--- src/rtl/sdp_pkg.sv ---
package sdp_pkg;
    localparam int MATCH_W = 15;
    localparam logic [MATCH_W-1:0] KEY_ADDR_A = 15'h5555;
    localparam logic [MATCH_W-1:0] KEY_ADDR_B = 15'h2AAA;

    localparam logic [7:0] BYTE_KEY1   = 8'hAA;
    localparam logic [7:0] BYTE_KEY2   = 8'h55;
    localparam logic [7:0] BYTE_PROG   = 8'hA0;
    localparam logic [7:0] BYTE_ERASE  = 8'h80;
    localparam logic [7:0] BYTE_QUERY  = 8'h98;
    localparam logic [7:0] BYTE_EXIT   = 8'hF0;
    localparam logic [7:0] BYTE_CHIP   = 8'h10;
    localparam logic [7:0] BYTE_SECTOR = 8'h30;
    localparam logic [7:0] BYTE_BLOCK  = 8'h50;

    typedef enum logic [3:0] {
        BK_KEY1, BK_KEY2, BK_PROG, BK_ERASE, BK_QUERY,
        BK_EXIT, BK_CHIP, BK_SECTOR, BK_BLOCK, BK_OTHER
    } byte_kind_e;

    typedef enum logic [2:0] {
        S_IDLE, S_KEY1, S_KEY2, S_PROG, S_ER3, S_ER4, S_ER5
    } seq_state_e;

    typedef enum logic [1:0] {
        ER_NONE   = 2'b00,
        ER_SECTOR = 2'b01,
        ER_BLOCK  = 2'b10,
        ER_CHIP   = 2'b11
    } erase_sel_e;
endpackage

--- src/rtl/sdp_strobe_qual.sv ---
module sdp_strobe_qual #(
    parameter int MIN_PULSE = 2
) (
    input  logic clk,
    input  logic rst_n,
    input  logic strobe,
    input  logic ce_n,
    input  logic oe_n,
    input  logic we_n,
    output logic accept
);
    localparam int CNT_W = $clog2(MIN_PULSE + 1);

    typedef struct packed {
        logic [CNT_W-1:0] cnt;
    } qual_t;

    qual_t q_q, q_d;
    logic  allowed;

    always_comb begin
        allowed = strobe && !ce_n && oe_n && !we_n;
        accept  = allowed && (q_q.cnt == CNT_W'(MIN_PULSE - 1));
        q_d     = q_q;
        if (!allowed) begin
            q_d.cnt = '0;
        end else if (q_q.cnt != CNT_W'(MIN_PULSE)) begin
            q_d.cnt = q_q.cnt + 1'b1;
        end
    end

    always_ff @(posedge clk or negedge rst_n) begin
        if (!rst_n) begin
            q_q <= '0;
        end else begin
            q_q <= q_d;
        end
    end
endmodule

--- src/rtl/sdp_cycle_match.sv ---
module sdp_cycle_match
    import sdp_pkg::*;
(
    input  logic [MATCH_W-1:0] addr_lo,
    input  logic [7:0]         data,
    output logic               at_a,
    output logic               at_b,
    output byte_kind_e         kind
);
    always_comb begin
        at_a = (addr_lo == KEY_ADDR_A);
        at_b = (addr_lo == KEY_ADDR_B);
        case (data)
            BYTE_KEY1:   kind = BK_KEY1;
            BYTE_KEY2:   kind = BK_KEY2;
            BYTE_PROG:   kind = BK_PROG;
            BYTE_ERASE:  kind = BK_ERASE;
            BYTE_QUERY:  kind = BK_QUERY;
            BYTE_EXIT:   kind = BK_EXIT;
            BYTE_CHIP:   kind = BK_CHIP;
            BYTE_SECTOR: kind = BK_SECTOR;
            BYTE_BLOCK:  kind = BK_BLOCK;
            default:     kind = BK_OTHER;
        endcase
    end
endmodule

--- src/rtl/sdp_seq_fsm.sv ---
module sdp_seq_fsm
    import sdp_pkg::*;
#(
    parameter int ADDR_W = 20
) (
    input  logic              clk,
    input  logic              rst_n,
    input  logic              acc,
    input  logic [ADDR_W-1:0] addr,
    input  logic [7:0]        data,
    input  logic              at_a,
    input  logic              at_b,
    input  byte_kind_e        kind,
    output logic              prog_en,
    output logic              erase_en,
    output logic [1:0]        erase_sel,
    output logic [ADDR_W-1:0] cmd_addr,
    output logic [7:0]        cmd_data,
    output logic              query_mode,
    output logic              read_mode
);
    typedef struct packed {
        seq_state_e        state;
        logic              query;
        logic              prog;
        logic              erase;
        erase_sel_e        sel;
        logic [ADDR_W-1:0] caddr;
        logic [7:0]        cdata;
    } fsm_t;

    fsm_t q_q, q_d;

    always_comb begin
        q_d       = q_q;
        q_d.prog  = 1'b0;
        q_d.erase = 1'b0;
        q_d.sel   = ER_NONE;
        if (acc) begin
            if (kind == BK_EXIT && q_q.state != S_PROG) begin
                q_d.state = S_IDLE;
                q_d.query = 1'b0;
            end else if (!q_q.query) begin
                q_d.state = S_IDLE;
                case (q_q.state)
                    S_IDLE: if (at_a && kind == BK_KEY1) q_d.state = S_KEY1;
                    S_KEY1: if (at_b && kind == BK_KEY2) q_d.state = S_KEY2;
                    S_KEY2: begin
                        if (at_a) begin
                            case (kind)
                                BK_PROG:  q_d.state = S_PROG;
                                BK_ERASE: q_d.state = S_ER3;
                                BK_QUERY: q_d.query = 1'b1;
                                default:  q_d.state = S_IDLE;
                            endcase
                        end
                    end
                    S_PROG: begin
                        q_d.prog  = 1'b1;
                        q_d.caddr = addr;
                        q_d.cdata = data;
                    end
                    S_ER3: if (at_a && kind == BK_KEY1) q_d.state = S_ER4;
                    S_ER4: if (at_b && kind == BK_KEY2) q_d.state = S_ER5;
                    S_ER5: begin
                        case (kind)
                            BK_SECTOR: q_d.sel = ER_SECTOR;
                            BK_BLOCK:  q_d.sel = ER_BLOCK;
                            BK_CHIP:   q_d.sel = at_a ? ER_CHIP : ER_NONE;
                            default:   q_d.sel = ER_NONE;
                        endcase
                        if (q_d.sel != ER_NONE) begin
                            q_d.erase = 1'b1;
                            q_d.caddr = addr;
                            q_d.cdata = data;
                        end
                    end
                    default: q_d.state = S_IDLE;
                endcase
            end
        end
    end

    always_ff @(posedge clk or negedge rst_n) begin
        if (!rst_n) begin
            q_q <= '{state: S_IDLE, query: 1'b0, prog: 1'b0, erase: 1'b0,
                     sel: ER_NONE, caddr: '0, cdata: '0};
        end else begin
            q_q <= q_d;
        end
    end

    assign prog_en    = q_q.prog;
    assign erase_en   = q_q.erase;
    assign erase_sel  = q_q.sel;
    assign cmd_addr   = q_q.caddr;
    assign cmd_data   = q_q.cdata;
    assign query_mode = q_q.query;
    assign read_mode  = (q_q.state == S_IDLE) && !q_q.query;
endmodule

--- src/rtl/sdp_cmd_decoder.sv ---
module sdp_cmd_decoder
    import sdp_pkg::*;
#(
    parameter int ADDR_W    = 20,
    parameter int MIN_PULSE = 2
) (
    input  logic              clk,
    input  logic              rst_n,
    input  logic              wr_strobe,
    input  logic [ADDR_W-1:0] addr,
    input  logic [7:0]        data,
    input  logic              ce_n,
    input  logic              oe_n,
    input  logic              we_n,
    output logic              prog_en,
    output logic              erase_en,
    output logic [1:0]        erase_sel,
    output logic [ADDR_W-1:0] cmd_addr,
    output logic [7:0]        cmd_data,
    output logic              query_mode,
    output logic              read_mode
);
    logic       wr_acc;
    logic       hit_a;
    logic       hit_b;
    byte_kind_e bkind;

    sdp_strobe_qual #(.MIN_PULSE(MIN_PULSE)) u_qual (
        .clk    (clk),
        .rst_n  (rst_n),
        .strobe (wr_strobe),
        .ce_n   (ce_n),
        .oe_n   (oe_n),
        .we_n   (we_n),
        .accept (wr_acc)
    );

    sdp_cycle_match u_match (
        .addr_lo (addr[MATCH_W-1:0]),
        .data    (data),
        .at_a    (hit_a),
        .at_b    (hit_b),
        .kind    (bkind)
    );

    sdp_seq_fsm #(.ADDR_W(ADDR_W)) u_fsm (
        .clk        (clk),
        .rst_n      (rst_n),
        .acc        (wr_acc),
        .addr       (addr),
        .data       (data),
        .at_a       (hit_a),
        .at_b       (hit_b),
        .kind       (bkind),
        .prog_en    (prog_en),
        .erase_en   (erase_en),
        .erase_sel  (erase_sel),
        .cmd_addr   (cmd_addr),
        .cmd_data   (cmd_data),
        .query_mode (query_mode),
        .read_mode  (read_mode)
    );
endmodule

--- config.mk ---
export PLATFORM = sky130hd
export DESIGN_NAME = sdp_cmd_decoder
export DESIGN_NICKNAME = d
export VERILOG_FILES = /design/src/rtl/sdp_pkg.sv /design/src/rtl/sdp_strobe_qual.sv /design/src/rtl/sdp_cycle_match.sv /design/src/rtl/sdp_seq_fsm.sv /design/src/rtl/sdp_cmd_decoder.sv
export SDC_FILE = /design/constraint.sdc
export NUM_CORES = 1
export LEC_CHECK = 0
export BUFFER_PORTS_ARGS = -buffer_cell sky130_fd_sc_hd__buf_2
export CORE_MARGIN = 2
export CORE_UTILIZATION = 45
export CTS_CLUSTER_SIZE = 25
export DETAILED_ROUTE_END_ITERATION = 16
export GPL_TIMING_DRIVEN = 0
export PLACE_DENSITY = 0.72
export SKIP_CTS_REPAIR_TIMING = 1
export SYNTH_ARGS = -nofsm -noshare
export SYNTH_HDL_FRONTEND = slang
export SYNTH_SLANG_ARGS = --single-unit
--- constraint.sdc ---
create_clock -name clk -period 2.3 [get_ports clk]
set_input_delay 0.46 -clock clk [delete_from_list [all_inputs] [get_ports clk]]
set_output_delay 0.46 -clock clk [all_outputs]
set_load 0.02 [all_outputs]
==> tab_implementation.tex, run 1 <==
\begin{tabular}{lr}
\hline
Metric & Value \\
\hline
\multicolumn{2}{l}{\textbf{Run status}} \\
Run status & finished, violations left \\
Violations in the final reports & negative setup slack \\
\multicolumn{2}{l}{\textbf{Synth}} \\
Post-synthesis share of cell area spent on xor and xnor gates & 1.57\% \\
Yosys warns & 0 \\
Count of flip-flops with a built-in enable after synthesis & 0 \\
Gate count of the mapped netlist & 205 \\
Area share of fa/ha/maj cells after synthesis & $\sim$1.1\% \\
Multiplexer area fraction after synthesis & 14.1\% \\
Fraction of registers with async set or reset after synthesis & 100\% \\
Basic-gate share of the synthesized area counting and, or, nand and nor cells & 19.1\% \\
Cell taking the most area after synthesis & sky130\_fd\_sc\_hd\_\_dfrtp\_1 \\
Synthesized area per cell & approximately 11 um\^{}2 \\
Post-synthesis sequential area ratio & 42.6\% \\
Area share of the largest cell type after synthesis & 42.6\% \\
Area fraction in compound gates after synthesis & 8.98\% \\
Synthesis-stage register bit count & 38 \\
Main flop type after synthesis & sky130\_fd\_sc\_hd\_\_dfrtp\_1 \\
Synth cell types & 44 \\
Synthesized net count & around 240 \\
Ranking of synthesized cells by area & sky130\_fd\_sc\_hd\_\_dfrtp\_1 (43\%), sky130\_fd\_sc\_hd\_\_mux2\_2 (14\%), sky130\_fd\_sc\_hd\_\_buf\_4 (10\%) \\
Largest family of logic cells by synthesized area & simple AND/OR/NAND/NOR gates \\
Cell area after synthesis & 2230 um\^{}2 \\
\multicolumn{2}{l}{\textbf{Clocking}} \\
H-tree levels & 2 \\
Clock-pin slew on the worst setup and hold paths & $\sim$80 ps \\
Clock latency of the later-clocked register in the worst-skew pair & 290 ps \\
Clock Sinks & 38 \\
Number of buffers on the longest clock path & 2 \\
CTS Buf Count & 5 \\
TritonCTS clock tree & built \\
CTS root buf & sky130\_fd\_sc\_hd\_\_clkbuf\_8 \\
\multicolumn{2}{l}{\textbf{STA}} \\
Worst Clk Skew & 5.64 ps \\
Final critical-path setup slack & -74.2 ps \\
Worst Tran Pin Value & 842 ps \\
Crit path time final & $\sim$2400 ps \\
Final-report setup violation count & 28 \\
Final hold viol count & 0 \\
Period utilization & 103\% \\
Top achievable clock speed & 0.421 GHz \\
Worst max-slew margin expressed relative to the limit & $\sim$44\% \\
RSZ-0062 raised after global routing & true \\
Final count of pins violating max slew & 0 \\
\multicolumn{2}{l}{\textbf{Floorplanning}} \\
Die X & 74.4 um \\
Core Region & 4750 um\^{}2 \\
Initial cell density of the core & 46.9\% \\
Placement row count & 25 \\
Floorplan die height & 74.4 um \\
Total Die Area & between 5000 and 6000 um\^{}2 \\
Boundary pin count & just under 70 \\
\multicolumn{2}{l}{\textbf{Drt}} \\
Total routed wire length on the met1 layer & 2.36 mm \\
ANT nets after route & 0 \\
Routed wl met2 & 2.53 mm \\
DR WL/cell & 14.4 um \\
1st-pass router iterations & 4 \\
Detailed-route wire length & 5.17 mm \\
Metal3 WL & 186 um \\
Top metal layer carrying routed signals & met4 \\
Via density & 5.15 \\
DRC Markers & 0 \\
Number of DRC markers in iteration 0 & 142 \\
Number of vias in the routed layout & 1855 \\
\multicolumn{2}{l}{\textbf{Setup path}} \\
RR Endpoint & u\_fsm.cmd\_addr[8] \\
Most frequent cell on the critical path & sky130\_fd\_sc\_hd\_\_buf\_6 \\
Worst-path cell with the longest stage delay & sky130\_fd\_sc\_hd\_\_a2111oi\_2 \\
Delay of the slowest cell on the worst path & 290 ps \\
Endpoint of the most critical setup path & u\_fsm.cmd\_addr[8] \\
Number of cells on the critical path & 10 \\
Cell breakdown of the critical path & buf\_6 > buf\_8 > and3b\_1 > a32o\_2 > a2111oi\_2 > and3b\_2 > a211oi\_4 > buf\_6 > clkbuf\_16 > mux2\_4 \\
Crit Reg-Reg Startpoint & u\_qual.q\_q[1] \\
Worst setup path startpoint & data[7] \\
Buffers \& Inverters on Critical Path & 4 \\
Type of element capturing the critical path & register \\
Register-to-Register Path Depth & 9 \\
Flop-to-flop setup slack & 330 ps \\
Worst EP required & 2480 ps \\
Crit-path leading delay family & compound AO/OA/AOI/OAI gates \\
Critical path peak fanout & 7 \\
Worst Setup Start Kind & primary input \\
Critical path start-end classification & in -> reg \\
Arr. time, crit path & 2550 ps \\
\multicolumn{2}{l}{\textbf{Layout}} \\
Fin nets & 328 \\
Signed area change from the synthesized netlist to the final layout & 38.3\% \\
Final cell area excluding filler cells & 3080 um\^{}2 \\
Fraction of layout instances using a drive strength above 1 & 56.3\% \\
Antenna fix cells & 0 \\
\multicolumn{2}{l}{\textbf{Power}} \\
Total internal power & about 0.001 W \\
Fraction of power consumed by combinational cells & 12.1\% \\
Part of the power in registers & slightly above 50\% \\
Switching component of the power & about 0.00033 W \\
Switching part of the total & 25.1\% \\
Pwr dens & 431 nW/um\^{}2 \\
Part of the total power dissipated in the clock network & 36.6\% \\
Leak & 1.59 nW \\
Worst IR Drop VDD & 0.000345 V \\
\multicolumn{2}{l}{\textbf{Run}} \\
Maxcap violations & 0 \\
\multicolumn{2}{l}{\textbf{Global routing}} \\
Largest net degree at the start of global routing & 39 \\
Vias in the first global route & 1609 \\
GRT Resource Usage Total & between 10\% and 20\% \\
Wire length of the first global-routing pass & 7.27 mm \\
Remaining global-route overflow & 0 \\
Antenna violations before repair & 0 \\
\multicolumn{2}{l}{\textbf{Place}} \\
Port-buffer cells & 67 \\
GP Congestion & between 0.8 and 0.9 \\
Final HPWL from detailed placement & 3.42 mm \\
Pre-CTS setup slack & -772 ps \\
Area of placed instances & 2670 um\^{}2 \\
\multicolumn{2}{l}{\textbf{Min path}} \\
Path category of the worst min-delay check & in -> async \\
\hline
\end{tabular}
## power groups by stage
stage / clock, W / sequential [W] / combinational, W
floorplan: 0 / 0.000692 / 0.0000681
finish: 0.000486 / 0.000681 / 0.000161
global route: 0.000518 / 0.000682 / 0.000175
detailed placement: 0 / 0.000694 / 0.000137
CTS: 0.000496 / 0.000680 / 0.000137
global placement: 0 / 0.000693 / 0.000135
## metrics by stage
| stage | setup TNS (ps) | total power [W] | std cells | utilization (%) | hold WS [ps] |
|---|---|---|---|---|---|
| after CTS | -11080 | 0.00131 | 347 | 58.1 | 300 |
| after global routing | -3220 | 0.00137 | 360 | 64.8 | 333 |
| after floorplan | -5690 | 0.000761 | 205 | - | 164 |
| after detailed placement | -19920 | 0.000831 | 339 | 56.1 | 496 |
| final | -1710 | 0.00133 | 360 | 64.8 | 265 |
| after global placement | -22640 | 0.000828 | 339 | 56.1 | 472 |
## worst min-delay path by stage
stage | start | end | slack [ps] | depth (start not counted)
detailed placement | u_fsm.cmd_addr[10] | u_fsm.cmd_addr[10] | 500 | 1
finish | rst_n | u_fsm.cmd_addr[5] | 260 | 1
floorplan | rst_n | u_fsm.cmd_addr[0] | 160 | 0
CTS | rst_n | u_fsm.cmd_addr[5] | 300 | 1
global placement | u_fsm.cmd_addr[3] | u_fsm.cmd_addr[3] | 470 | 1
global route | rst_n | u_fsm.cmd_addr[5] | 330 | 1
## cells in the final DEF, fill, tap and decap left out, types with 2 or more instances in the layout
master,Yosys,final
sky130_fd_sc_hd__mux2_4,0,24
sky130_fd_sc_hd__and4b_1,3,3
sky130_fd_sc_hd__a211oi_1,2,2
sky130_fd_sc_hd__o21ai_0,5,4
sky130_fd_sc_hd__buf_6,2,2
sky130_fd_sc_hd__and3b_1,5,4
sky130_fd_sc_hd__and3_1,2,2
sky130_fd_sc_hd__xnor2_1,3,3
sky130_fd_sc_hd__nand4b_1,3,3
sky130_fd_sc_hd__nor3b_1,6,5
sky130_fd_sc_hd__nor3_1,3,2
sky130_fd_sc_hd__ha_1,2,2
sky130_fd_sc_hd__a31oi_1,2,2
sky130_fd_sc_hd__buf_2,0,67
sky130_fd_sc_hd__a21o_1,2,2
sky130_fd_sc_hd__buf_4,31,39
sky130_fd_sc_hd__clkbuf_16,0,2
sky130_fd_sc_hd__a21oi_1,8,8
sky130_fd_sc_hd__nor2b_1,6,6
sky130_fd_sc_hd__dfrtp_1,38,38
sky130_fd_sc_hd__or4b_2,2,2
sky130_fd_sc_hd__nand3_1,2,2
sky130_fd_sc_hd__nand2_1,12,12
sky130_fd_sc_hd__mux2_2,27,4
sky130_fd_sc_hd__inv_1,3,3
sky130_fd_sc_hd__nor4_1,3,3
sky130_fd_sc_hd__buf_8,0,4
sky130_fd_sc_hd__clkbuf_8,0,6
sky130_fd_sc_hd__o211ai_1,2,2
sky130_fd_sc_hd__nor2_1,7,7
## logic make-up (layout without fill, tap and decap cells)
family                   after synthesis  count (layout)
AND/OR/NAND/NOR                       65              65
buffers and inverters                 39             127
flip-flops                            38              38
AO/OA/AOI/OAI                         29              29
multiplexers                          28              28
XOR/XNOR                               4               4
adder cells (fa/ha/maj)                2               2
## layout make-up
cell class                 instances  area [um^2]
buffer                            36          284
clock buffer                       6         82.6
clock inverter                     2         12.5
fill                             402         1670
inverter                           3         11.3
multi-input combinational        128         1170
sequential                        38          951
tap                               67         83.8
timing repair buffer              80          485
## state kept, by name, summed over array words and instances, names as in the netlist
name / flops
u_fsm.cmd_addr: 20
u_fsm.cmd_data: 8
u_fsm.erase_en: 1
u_fsm.erase_sel: 2
u_fsm.prog_en: 1
u_fsm.q_q: 3
u_fsm.query_mode: 1
u_qual.q_q: 2
## synth_stat cells (3+ instances only)
| cell type | n |
|---|---|
| sky130_fd_sc_hd__dfrtp_1 | 38 |
| sky130_fd_sc_hd__buf_4 | 31 |
| sky130_fd_sc_hd__mux2_2 | 27 |
| sky130_fd_sc_hd__nand2_1 | 12 |
| sky130_fd_sc_hd__a21oi_1 | 8 |
| sky130_fd_sc_hd__nor2_1 | 7 |
| sky130_fd_sc_hd__nor2b_1 | 6 |
| sky130_fd_sc_hd__nor3b_1 | 6 |
| sky130_fd_sc_hd__and3b_1 | 5 |
| sky130_fd_sc_hd__o21ai_0 | 5 |
| sky130_fd_sc_hd__and4b_1 | 3 |
| sky130_fd_sc_hd__clkbuf_1 | 3 |
| sky130_fd_sc_hd__inv_1 | 3 |
| sky130_fd_sc_hd__nand4b_1 | 3 |
| sky130_fd_sc_hd__nor3_1 | 3 |
| sky130_fd_sc_hd__nor4_1 | 3 |
| sky130_fd_sc_hd__nor4bb_1 | 3 |
| sky130_fd_sc_hd__xnor2_1 | 3 |
## per-layer routing
layer	vias up	track usage [%]
li1	890	-
met1	908	22.5
met2	48	28.1
met3	9	3.25
met4	0	5.95
met5	-	0
## worst reg2reg max path, stage by stage, from the launching register on
cell and delay, ps:
sky130_fd_sc_hd__dfrtp_1 400, sky130_fd_sc_hd__inv_1 60, sky130_fd_sc_hd__ha_1 150, sky130_fd_sc_hd__inv_1 40, sky130_fd_sc_hd__nor2_1 200, sky130_fd_sc_hd__nand2b_1 140
sky130_fd_sc_hd__a211oi_4 190, sky130_fd_sc_hd__buf_6 200, sky130_fd_sc_hd__clkbuf_16 170, sky130_fd_sc_hd__mux2_4 290
(Power assumes the default switching activity.)
==> inputs of run 2 (changes only) <==
==> constraint.sdc (replaced) <==
create_clock -name clk -period 3 [get_ports clk]
set_input_delay 0.6 -clock clk [delete_from_list [all_inputs] [get_ports clk]]
set_output_delay 0.6 -clock clk [all_outputs]
set_load 0.02 [all_outputs]
==> tab_implementation.tex, run 2 (same netlist as run 1, synthesis figures left out) <==
\begin{tabular}{lr}
\hline
Metric & Value \\
\hline
\multicolumn{2}{l}{\textbf{Run status}} \\
Run status & complete, no violations \\
\multicolumn{2}{l}{\textbf{Clocking}} \\
Clock Sinks & 38 (unchanged) \\
Number of buffers on the longest clock path & 2 (unchanged) \\
TritonCTS clock tree & built \\
CTS root buf & sky130\_fd\_sc\_hd\_\_clkbuf\_8 \\
CTS Buf Count & 5 (unchanged) \\
Clock-pin slew on the worst setup and hold paths & 80 ps (about the same) \\
Clock latency of the later-clocked register in the worst-skew pair & 290 ps (about the same) \\
H-tree levels & 2 (unchanged) \\
\multicolumn{2}{l}{\textbf{Setup path}} \\
Worst-path cell with the longest stage delay & sky130\_fd\_sc\_hd\_\_a2111oi\_0 \\
Flop-to-flop setup slack & 970 ps (+640 ps) \\
RR Endpoint & u\_fsm.cmd\_data[7] \\
Delay of the slowest cell on the worst path & 400 ps (+110 ps) \\
Register-to-Register Path Depth & 8 (-1) \\
Worst EP required & 3170 ps (+690 ps) \\
Crit-path leading delay family & simple AND/OR/NAND/NOR gates \\
Worst Setup Start Kind & primary input \\
Cell breakdown of the critical path & buf\_2 > nor4bb\_1 > nand4\_1 > a2111oi\_0 > and3b\_1 > a211oi\_4 > buf\_4 > mux2\_2 \\
Critical path peak fanout & 7 (unchanged) \\
Crit Reg-Reg Startpoint & u\_qual.q\_q[1] \\
Buffers \& Inverters on Critical Path & 2 (-2) \\
Arr. time, crit path & 2810 ps (+260 ps) \\
Critical path start-end classification & in -> reg \\
Type of element capturing the critical path & register \\
\multicolumn{2}{l}{\textbf{Layout}} \\
Final cell area excluding filler cells & 2770 um\^{}2 (-10\%) \\
Largest register FFs & 20 (unchanged) \\
Fin nets & 317 (-3.4\%) \\
Post-route non-filler standard cell count & 349 (-3.1\%) \\
Signed area change from the synthesized netlist to the final layout & 24.3\% \\
Fraction of layout instances using a drive strength above 1 & 50.4\% (-6.0 points) \\
Antenna fix cells & 0 (unchanged) \\
Most frequent cells in the layout & sky130\_fd\_sc\_hd\_\_buf\_2 (67), sky130\_fd\_sc\_hd\_\_dfrtp\_1 (38), sky130\_fd\_sc\_hd\_\_buf\_4 (33), sky130\_fd\_sc\_hd\_\_mux2\_2 (27), sky130\_fd\_sc\_hd\_\_nand2\_1 (12) \\
Leading cell type in the layout, fill and taps excluded & sky130\_fd\_sc\_hd\_\_buf\_2 \\
\multicolumn{2}{l}{\textbf{Power}} \\
Part of the total power dissipated in the clock network & 36.9\% (+0.3 points) \\
Post-layout power & 0.000991 W (-25\%) \\
Fraction of power consumed by combinational cells & 10.4\% (-1.7 points) \\
Worst IR Drop VDD & 0.000226 V (-34\%) \\
Part of the power in registers & 52.6\% (+1.3 points) \\
Switching component of the power & 0.000241 W (-28\%) \\
Pwr dens & 357 nW/um\^{}2 (-17\%) \\
Switching part of the total & 24.3\% (-0.84 points) \\
Leak & 1.45 nW (-8.8\%) \\
Total internal power & 0.000750 W (-25\%) \\
\multicolumn{2}{l}{\textbf{Drt}} \\
Detailed-route wire length & 4.57 mm (-12\%) \\
DR WL/cell & 13.1 um (-9.0\%) \\
1st-pass router iterations & 4 (unchanged) \\
ANT nets after route & 0 (unchanged) \\
Number of vias in the routed layout & 1758 (-5.2\%) \\
Number of DRC markers in iteration 0 & 78 (-45\%) \\
DRC Markers & 0 (unchanged) \\
Via density & 5.04 (-2.2\%) \\
\multicolumn{2}{l}{\textbf{Floorplanning}} \\
Total Die Area & 5530 um\^{}2 (unchanged) \\
Boundary pin count & 68 (unchanged) \\
Die X & 74.4 um (unchanged) \\
Core Region & 4750 um\^{}2 (unchanged) \\
Placement row count & 25 (unchanged) \\
Initial cell density of the core & 46.9\% (unchanged) \\
Floorplan die height & 74.4 um (unchanged) \\
\multicolumn{2}{l}{\textbf{STA}} \\
RSZ-0062 raised after global routing & false \\
Final-report setup violation count & 0 (-100\%) \\
Worst Clk Skew & 5.34 ps (-0.294 ps) \\
Top achievable clock speed & 0.379 GHz \\
Final critical-path setup slack & 365 ps (+439 ps) \\
Final count of pins violating max slew & 0 (unchanged) \\
Worst Tran Pin Value & 845 ps (+2.38 ps) \\
Crit path time final & 2640 ps \\
Final hold viol count & 0 (unchanged) \\
Worst max-slew margin expressed relative to the limit & 43.7\% (-0.16 points) \\
TNS Setup & 0 ps (+1710 ps) \\
Period utilization & 87.8\% \\
\multicolumn{2}{l}{\textbf{Place}} \\
Pre-CTS setup slack & -321 ps (+451 ps) \\
Total instance count after detailed placement & 339 (unchanged) \\
GP Congestion & 0.810 (-3.6\%) \\
Final HPWL from detailed placement & 3.47 mm (+1.5\%) \\
Port-buffer cells & 67 (unchanged) \\
Area of placed instances & 2650 um\^{}2 (-0.66\%) \\
\multicolumn{2}{l}{\textbf{Global routing}} \\
GRT Resource Usage Total & 17.4\% (+0.39 points) \\
Wire length of the first global-routing pass & 7.35 mm (+1.0\%) \\
Largest net degree at the start of global routing & 39 (unchanged) \\
Antenna violations before repair & 0 (unchanged) \\
Vias in the first global route & 1656 (+2.9\%) \\
Remaining global-route overflow & 0 (unchanged) \\
\multicolumn{2}{l}{\textbf{Run}} \\
Maxcap violations & 0 (unchanged) \\
\multicolumn{2}{l}{\textbf{Min path}} \\
Path category of the worst min-delay check & in -> async \\
\hline
\end{tabular}
==> run 2: changes by cell type in the layout (fill, tap and decap cells not counted), sizes merged <==
cell / before / now
buf: 112 / 102
clkbuf: 10 / 9
==> run 2: area by class of cell <==
type | count | area (um^2)
Buffer | 36 | 267
Clock buffer | 6 | 82.6
Clock inverter | 2 | 12.5
Fill cell | 442 | 1980
Inverter | 3 | 11.3
Multi-Input combinational cell | 128 | 1010
Sequential cell | 38 | 951
Tap cell | 67 | 83.8
Timing Repair Buffer | 69 | 350
==> run 2: worst register-to-register path, stage by stage (launching register included) <==
cell                       delay [ps]
sky130_fd_sc_hd__dfrtp_1          410
sky130_fd_sc_hd__inv_1             70
sky130_fd_sc_hd__ha_1             150
sky130_fd_sc_hd__inv_1             40
sky130_fd_sc_hd__nor2_1           190
sky130_fd_sc_hd__nand2b_1         160
sky130_fd_sc_hd__a211oi_4         350
sky130_fd_sc_hd__buf_4            230
sky130_fd_sc_hd__mux2_2           340
==> run 2: routing by layer <==
metal	wire length, um	GRT usage [%]	vias to the layer above
li1	-	-	878
met1	2070	23.5	829
met2	2180	27.1	39
met3	206	3.79	12
met4	114	7.54	0
met5	0	0	-
==> run 2: power by group through the flow <==
stage	clock network (W)	registers, W	logic, W
floorplan	0	0.000531	0.0000508
global placement	0	0.000531	0.000102
detailed placement	0	0.000532	0.000103
CTS	0.000379	0.000522	0.000104
global route	0.000397	0.000522	0.000115
finish	0.000366	0.000522	0.000104
==> run 2: worst max-delay path by stage <==
stage	start	to	slack, ps	cells past startpoint
after global placement	data[1]	u_fsm.cmd_addr[8]	-380	8
after detailed placement	data[1]	u_fsm.cmd_addr[17]	-320	8
final	addr[9]	u_fsm.cmd_data[7]	360	8
after floorplan	data[7]	u_fsm.cmd_addr[0]	230	8
after global routing	addr[9]	u_fsm.cmd_data[3]	160	8
after CTS	data[1]	u_fsm.cmd_data[6]	-30	8
==> run 2: metrics by stage <==
| step | utilization, % | hold slack [ps] |
|---|---|---|
| finish | 58.3 | 412 |
| global route | 58.3 | 486 |
| CTS | 57.7 | 433 |
| detailed placement | 55.7 | 483 |
| global placement | 55.7 | 471 |
| floorplan | - | 304 |
